<file path="src/rtl/sysclk_pkg.sv">
package sysclk_pkg;
  localparam int CFG_W    = 32;
  localparam int CNT_W    = 5;   // holds divisor-1 up to 31
  localparam int SRC_BIT  = 23;  // 1: PLL tick, 0: crystal tick
  localparam int CORE_LSB = 25;
  localparam int CORE_W   = 3;
  localparam int BUS_LSB  = 20;
  localparam int BUS_W    = 3;
  localparam int PER_LSB  = 18;
  localparam int PER_W    = 2;

  typedef logic [CNT_W-1:0] cnt_t;

  typedef struct packed {
    logic use_pll;
    cnt_t core_m1;
    cnt_t bus_m1;
    cnt_t per_m1;
  } clk_setting_t;
endpackage

</file>
<file path="src/rtl/sysclk_cfg_decode.sv">
module sysclk_cfg_decode
  import sysclk_pkg::*;
(
  input  logic [CFG_W-1:0] word,
  output clk_setting_t     setting
);
  logic [CORE_W-1:0] core_code;
  logic [BUS_W-1:0]  bus_code;
  logic [PER_W-1:0]  per_code;
  logic              unused_bits;

  assign core_code   = word[CORE_LSB +: CORE_W];
  assign bus_code    = word[BUS_LSB +: BUS_W];
  assign per_code    = word[PER_LSB +: PER_W];
  assign unused_bits = ^{word[CFG_W-1:CORE_LSB+CORE_W], word[SRC_BIT+1],
                         word[PER_LSB-1:0]};

  always_comb begin
    setting.use_pll = word[SRC_BIT];
    case (core_code)
      3'd1:    setting.core_m1 = cnt_t'(1);
      3'd2:    setting.core_m1 = cnt_t'(3);
      3'd3:    setting.core_m1 = cnt_t'(7);
      3'd4:    setting.core_m1 = cnt_t'(15);
      default: setting.core_m1 = cnt_t'(0);
    endcase
    case (bus_code)
      3'd1:    setting.bus_m1 = cnt_t'(1);
      3'd2:    setting.bus_m1 = cnt_t'(3);
      3'd3:    setting.bus_m1 = cnt_t'(4);
      3'd4:    setting.bus_m1 = cnt_t'(5);
      3'd5:    setting.bus_m1 = cnt_t'(7);
      3'd6:    setting.bus_m1 = cnt_t'(15);
      3'd7:    setting.bus_m1 = cnt_t'(31);
      default: setting.bus_m1 = cnt_t'(0);
    endcase
    case (per_code)
      2'd1:    setting.per_m1 = cnt_t'(1);
      2'd2:    setting.per_m1 = cnt_t'(3);
      2'd3:    setting.per_m1 = cnt_t'(7);
      default: setting.per_m1 = cnt_t'(0);
    endcase
  end
endmodule

</file>
<file path="src/rtl/sysclk_strobe_div.sv">
module sysclk_strobe_div #(
  parameter int W = 5
) (
  input  logic         clk,
  input  logic         rst_n,
  input  logic         tick,
  input  logic [W-1:0] cur_m1,
  input  logic [W-1:0] nxt_m1,
  input  logic         swap,
  output logic         strobe
);
  logic [W-1:0] cnt_q;
  logic         at_zero;

  assign at_zero = (cnt_q == '0);
  assign strobe  = rst_n & tick & at_zero;

  always_ff @(posedge clk) begin
    if (!rst_n) begin
      cnt_q <= '0;
    end else if (tick) begin
      if (at_zero) cnt_q <= swap ? nxt_m1 : cur_m1;
      else         cnt_q <= cnt_q - 1'b1;
    end
  end
endmodule

</file>
<file path="src/rtl/sysclk_strobe_gen.sv">
module sysclk_strobe_gen
  import sysclk_pkg::*;
(
  input  logic             clk,
  input  logic             rst_n,
  input  logic             pll_tick,
  input  logic             xtal_tick,
  input  logic [CFG_W-1:0] cfg_word,
  output logic             core_en,
  output logic             bus_en,
  output logic             per_en
);
  logic [CFG_W-1:0] act_q;
  clk_setting_t     cur_s;
  clk_setting_t     nxt_s;
  logic             src_tick;
  logic             swap;

  sysclk_cfg_decode u_cur_dec (.word(act_q),    .setting(cur_s));
  sysclk_cfg_decode u_nxt_dec (.word(cfg_word), .setting(nxt_s));

  assign src_tick = cur_s.use_pll ? pll_tick : xtal_tick;
  assign swap     = core_en & bus_en & per_en;

  sysclk_strobe_div #(.W(CNT_W)) u_core_div (
    .clk(clk), .rst_n(rst_n), .tick(src_tick),
    .cur_m1(cur_s.core_m1), .nxt_m1(nxt_s.core_m1),
    .swap(swap), .strobe(core_en)
  );

  sysclk_strobe_div #(.W(CNT_W)) u_bus_div (
    .clk(clk), .rst_n(rst_n), .tick(src_tick),
    .cur_m1(cur_s.bus_m1), .nxt_m1(nxt_s.bus_m1),
    .swap(swap), .strobe(bus_en)
  );

  // peripheral divider counts bus pulses, not source ticks
  sysclk_strobe_div #(.W(CNT_W)) u_per_div (
    .clk(clk), .rst_n(rst_n), .tick(bus_en),
    .cur_m1(cur_s.per_m1), .nxt_m1(nxt_s.per_m1),
    .swap(swap), .strobe(per_en)
  );

  always_ff @(posedge clk) begin
    if (!rst_n)    act_q <= '0;
    else if (swap) act_q <= cfg_word;
  end
endmodule

</file>
<file path="config.mk">
export PLATFORM = sky130hd
export DESIGN_NAME = sysclk_strobe_gen
export DESIGN_NICKNAME = d
export VERILOG_FILES = /design/src/rtl/sysclk_pkg.sv /design/src/rtl/sysclk_cfg_decode.sv /design/src/rtl/sysclk_strobe_div.sv /design/src/rtl/sysclk_strobe_gen.sv
export SDC_FILE = /design/constraint.sdc
export NUM_CORES = 1
export LEC_CHECK = 0
export CAP_MARGIN = 20
export CORE_MARGIN = 3
export CORE_UTILIZATION = 48
export CTS_CLUSTER_SIZE = 28
export DETAILED_ROUTE_END_ITERATION = 12
export HOLD_SLACK_MARGIN = 0.1
export PLACE_DENSITY = 0.83
export SETUP_SLACK_MARGIN = 0.3
export SLEW_MARGIN = 10
export SYNTH_ARGS = -nofsm -noshare
export SYNTH_HDL_FRONTEND = slang
export SYNTH_SLANG_ARGS = --single-unit
</file>
<file path="constraint.sdc">
create_clock -name clk -period 2.5 [get_ports clk]
set_input_delay 0.75 -clock clk [delete_from_list [all_inputs] [get_ports clk]]
set_output_delay 0.75 -clock clk [all_outputs]
set_load 0.01 [all_outputs]
</file>
==> impl_summary.md, run 1 <==
STA
The final max-slew violation count was 0. At the pin with the least slew margin, the transition time is 0.4167 ns. Setup repair after global routing could not meet its margin everywhere. After layout, the minimum clock period comes to 2.451 ns. The worst slew slack as a fraction of its limit is 0.7187. The highest clock frequency the design can meet is 0.4080 GHz. Summed over all failing endpoints, the final setup total negative slack is 0 ns.

The final-report hold violation count is 0. The post-route fraction of the period consumed by the critical path is 0.9804. The clock arrives with 0.006007 ns of skew.

Once routing completed, OpenROAD measured the worst setup slack at slightly below 0.05 ns. The total setup violations reported at the end of the flow is 0.

Pwr
The internal power summed over all cells is 1.221 mW. Of the total power, the clock network draws 0.103. The switching power is 829.5 uW.

The sequential fraction of design power is 0.284. The switching part of the total is 0.4046. The power share of the combinational group is 0.613. The total chip power is just over 2 mW.

The power per standard cell area is 1053 nW/um^2. The leakage power total is 0.8047 nW. Across the VDD grid, the largest voltage drop is 521.9 uV.

Floorplan
The initial utilization of the core area, before any placement, comes to 0.5152. Measured along the y axis, the die boundary spans 60.87 um. The die outline width is a little over 60 um.

Row generation in the floorplan step produced 19 rows. The die covers roughly 3700 um^2. The I/O pin count is 39. The core footprint is 2805 um^2.

Layout
Summing all non-filler instances in the final layout gives an area of 1947 um^2. The area of combinational cells with multiple inputs is 954.7 um^2. Once layout is complete, the cells apart from fillers number approximately 250. In the layout the commonest cells are 33 x buf_4, 29 x nand2_1, 18 x dfxtp_1.

Compared with the post-synthesis result, the final layout area differs by 34.72%. Across the whole layout, storage elements account for around 490 um^2. The post-layout net count is about 260. The library cell used most frequently in the layout, excluding fill and tap cells, is buf_4. In the final layout, the share of cells above drive strength 1 is 0.3229. After filler insertion, the fill cell instance count of the layout stands at 222.

The antenna diode count is 0.

Placed design
After detailed placement, the total cell area comes to 1773 um^2. After legalization and detailed placement, the total HPWL measured roughly 2800 um. The total of buffers placed on input and output ports is 15. The final estimated routing congestion in global placement is around 0.88. The pre-CTS setup slack is -0.4644 ns. The instance count after placement with tap cells included is 238.

Critical path
On the critical path the largest part of the delay comes from simple AND/OR/NAND/NOR gates. The kind of end point of the critical path is a primary output. The critical path contains buffers and inverters numbering 2 combined. The slack of the worst reg-to-reg path is 0.46 ns. Traced cell by cell, the critical path runs through inv_2 > ha_4 > or4b_4 > nor3_4 > buf_2. The cell with the biggest individual delay on the critical path is or4b_4.

Of all nets on the critical path, the largest fanout is 2. The setup path with the least slack is of type reg -> out. The startpoint type of the worst setup path is a flop. The largest stage delay on the critical path is 0.49 ns. The worst path required time is 1.75 ns. STA puts the critical path data arrival time at 1.70 ns.

Yosys
The number of enable flip-flop cells after synthesis is 0. Synthesis produced a netlist whose cell count is 176. The synthesized flop and latch total is 24. Among all flip-flop cells after synthesis, the most frequent one is dfxtp_1. Of the synthesized area, sequential elements account for 0.3325. In this run, distinct cell masters in the synthesized netlist total 48. The post-synth design cell area is 1445 um^2. The Yosys step of the flow raised 0 warnings.

The share of synthesized registers carrying an async set or reset is 0. When the netlist entered floorplanning its net count stood at 215. The post-synthesis area per instance is 8.211 um^2.

Clock tree
The clock insertion delay at the later pin of the skew report is ~0.32 ns. The clock drives 24 sinks. The maximum number of buffers from clock root to sink is 2.

The cell at the root of the clock tree is clkbuf_4. The number of buffers created by CTS is 3. The number of H-tree levels is 1.

For this design, the CTS-stage hold fixing added 0 buffers. The TritonCTS clock tree is built. Clock-pin slew was measured on the worst setup and hold paths at 0.14 ns.

Global route
The global-route usage over all layers is 0.2268. The number of antenna violations at the first check in global routing came to 0. The number of global-route vias before repair came to 1422. The wire length of the first global-routing pass is 6334 um. The pin count of the biggest net entering global routing is 14.

The global-route congestion overflow total is 0.

Hold path
The class of the tightest hold or removal check is reg -> reg.

Detailed routing
The count of TritonRoute iterations in the first routing pass is 4. For this run, design rule violations remaining after detail routing come to 0. The final wirelength is 3716 um. In the final routed layout, each cell accounts on average for about 15 um.

In this run the remaining antenna-violating nets after routing total 0. The DRC marker count from the first detailed-route iteration is 50. The detailed router placed 1454 vias in this run. Using the TritonRoute via totals, the vias-per-cell ratio works out to 5.724.

Run
The max-cap check violation count is 0.

Run status
The flow ran to the end, and the final reports show no timing, DRC or antenna violations.
[logic make-up (layout without fill, tap and decap cells)]
logic type / Yosys count / in the layout / share of synthesized area
AO/OA/AOI/OAI: 43 / 43 / 0.2095
XOR/XNOR: 7 / 7 / 0.04243
adder cells (fa/ha/maj): 3 / 3 / 0.02598
buffers and inverters: 16 / 63 / 0.04416
flip-flops: 24 / 24 / 0.3325
multiplexers: 7 / 7 / 0.04935
AND/OR/NAND/NOR: 76 / 76 / 0.2961
[metal layers]
layer / up-vias / track usage / share of wire
li1: 740 / - / -
met1: 673 / 0.2901 / 0.44
met2: 36 / 0.3878 / 0.50
met3: 5 / 0.02979 / 0.046
met4: 0 / 0.08359 / 0.012
met5: - / 0 / 0
[stage by stage]
stage	utilization	hold WS [ns]
global route	0.6940	0.5030
CTS	0.6891	0.4916
floorplan	-	0.4451
detailed placement	0.6320	0.4724
finish	0.6940	0.4869
global placement	0.6320	0.4585
[synth_stat cells, types with 2 or more instances]
library cell	count	share of area
and3_1	4	0.017
o311ai_0	3	0.018
ha_1	3	0.026
xnor2_1	3	0.018
a221oi_1	2	0.012
nand4_1	2	0.0087
clkbuf_1	3	0.0078
xor2_1	4	0.024
a21boi_0	6	0.031
nor3b_1	2	0.010
nand2_1	29	0.075
nor2_1	11	0.029
mux2i_1	6	0.042
nand3_1	4	0.014
buf_2	3	0.010
dfxtp_1	24	0.33
nor3_1	6	0.021
a31oi_1	3	0.013
nor2b_1	4	0.017
inv_1	10	0.026
a21oi_1	14	0.048
o21ai_0	3	0.010
nor4b_2	2	0.021
[area by class of cell]
cell class                      count  area share
Tap cell                           31     0.01992
Timing Repair Buffer               49      0.2012
Inverter                           10     0.01928
Clock buffer                        4     0.01864
Multi-Input combinational cell    136      0.4904
Sequential cell                    24      0.2506
[path summary, 6_finish.rpt]
kind,startpoint,to,depth (start not counted)
setup / recovery,u_core_div.cnt_q[0]$_SDFFE_PN0P_,core_en,5
hold / removal,u_per_div.cnt_q[4]$_SDFFE_PN0N_,u_per_div.cnt_q[4]$_SDFFE_PN0N_,2
setup reg to reg,u_bus_div.cnt_q[1]$_SDFFE_PN0P_,u_per_div.cnt_q[2]$_SDFFE_PN0N_,9
hold reg to reg,u_per_div.cnt_q[4]$_SDFFE_PN0N_,u_per_div.cnt_q[4]$_SDFFE_PN0N_,2
[sequential cells by signal (all words and copies together) (netlist names)]
| signal | flops |
|---|---|
| u_per_div.cnt_q | 5 |
| act_q | 9 |
| u_bus_div.cnt_q | 5 |
| u_core_div.cnt_q | 5 |
[power by group through the flow]
stage | Combinational [mW] | Clock, mW | Sequential (mW)
CTS | 1.22 | 0.214 | 0.580
detailed placement | 1.04 | 0 | 0.582
floorplan | 0.694 | 0 | 0.560
finish | 1.26 | 0.212 | 0.583
global placement | 1.01 | 0 | 0.570
global route | 1.38 | 0.231 | 0.598
[tightest hold or removal path: cells and delay by family, from the launching register on]
| family | cells | cell delay, ns |
|---|---|---|
| simple gates | 2 | 0.10 |
| flops | 1 | 0.36 |
[timing repair]
item	in CTS	in global routing
buffers inserted	11	1
hold endpoints to repair	0	0
resized for setup	44	2
endpoints found under the setup margin	9	3
pin swaps	5	3
(Power assumes the default switching activity.)
==> inputs of run 2 (changes only) <==
--- a/config.mk
+++ b/config.mk
@@ -8,6 +8,7 @@
 export CAP_MARGIN = 20
 export CORE_MARGIN = 3
 export CORE_UTILIZATION = 48
+export CTS_BUF_LIST = sky130_fd_sc_hd__clkbuf_4 sky130_fd_sc_hd__clkbuf_8 sky130_fd_sc_hd__clkbuf_16
 export CTS_CLUSTER_SIZE = 28
 export DETAILED_ROUTE_END_ITERATION = 12
 export HOLD_SLACK_MARGIN = 0.1
==> results of run 2 <==
The final DEF is identical to that of run 1; final timing and power are the same.
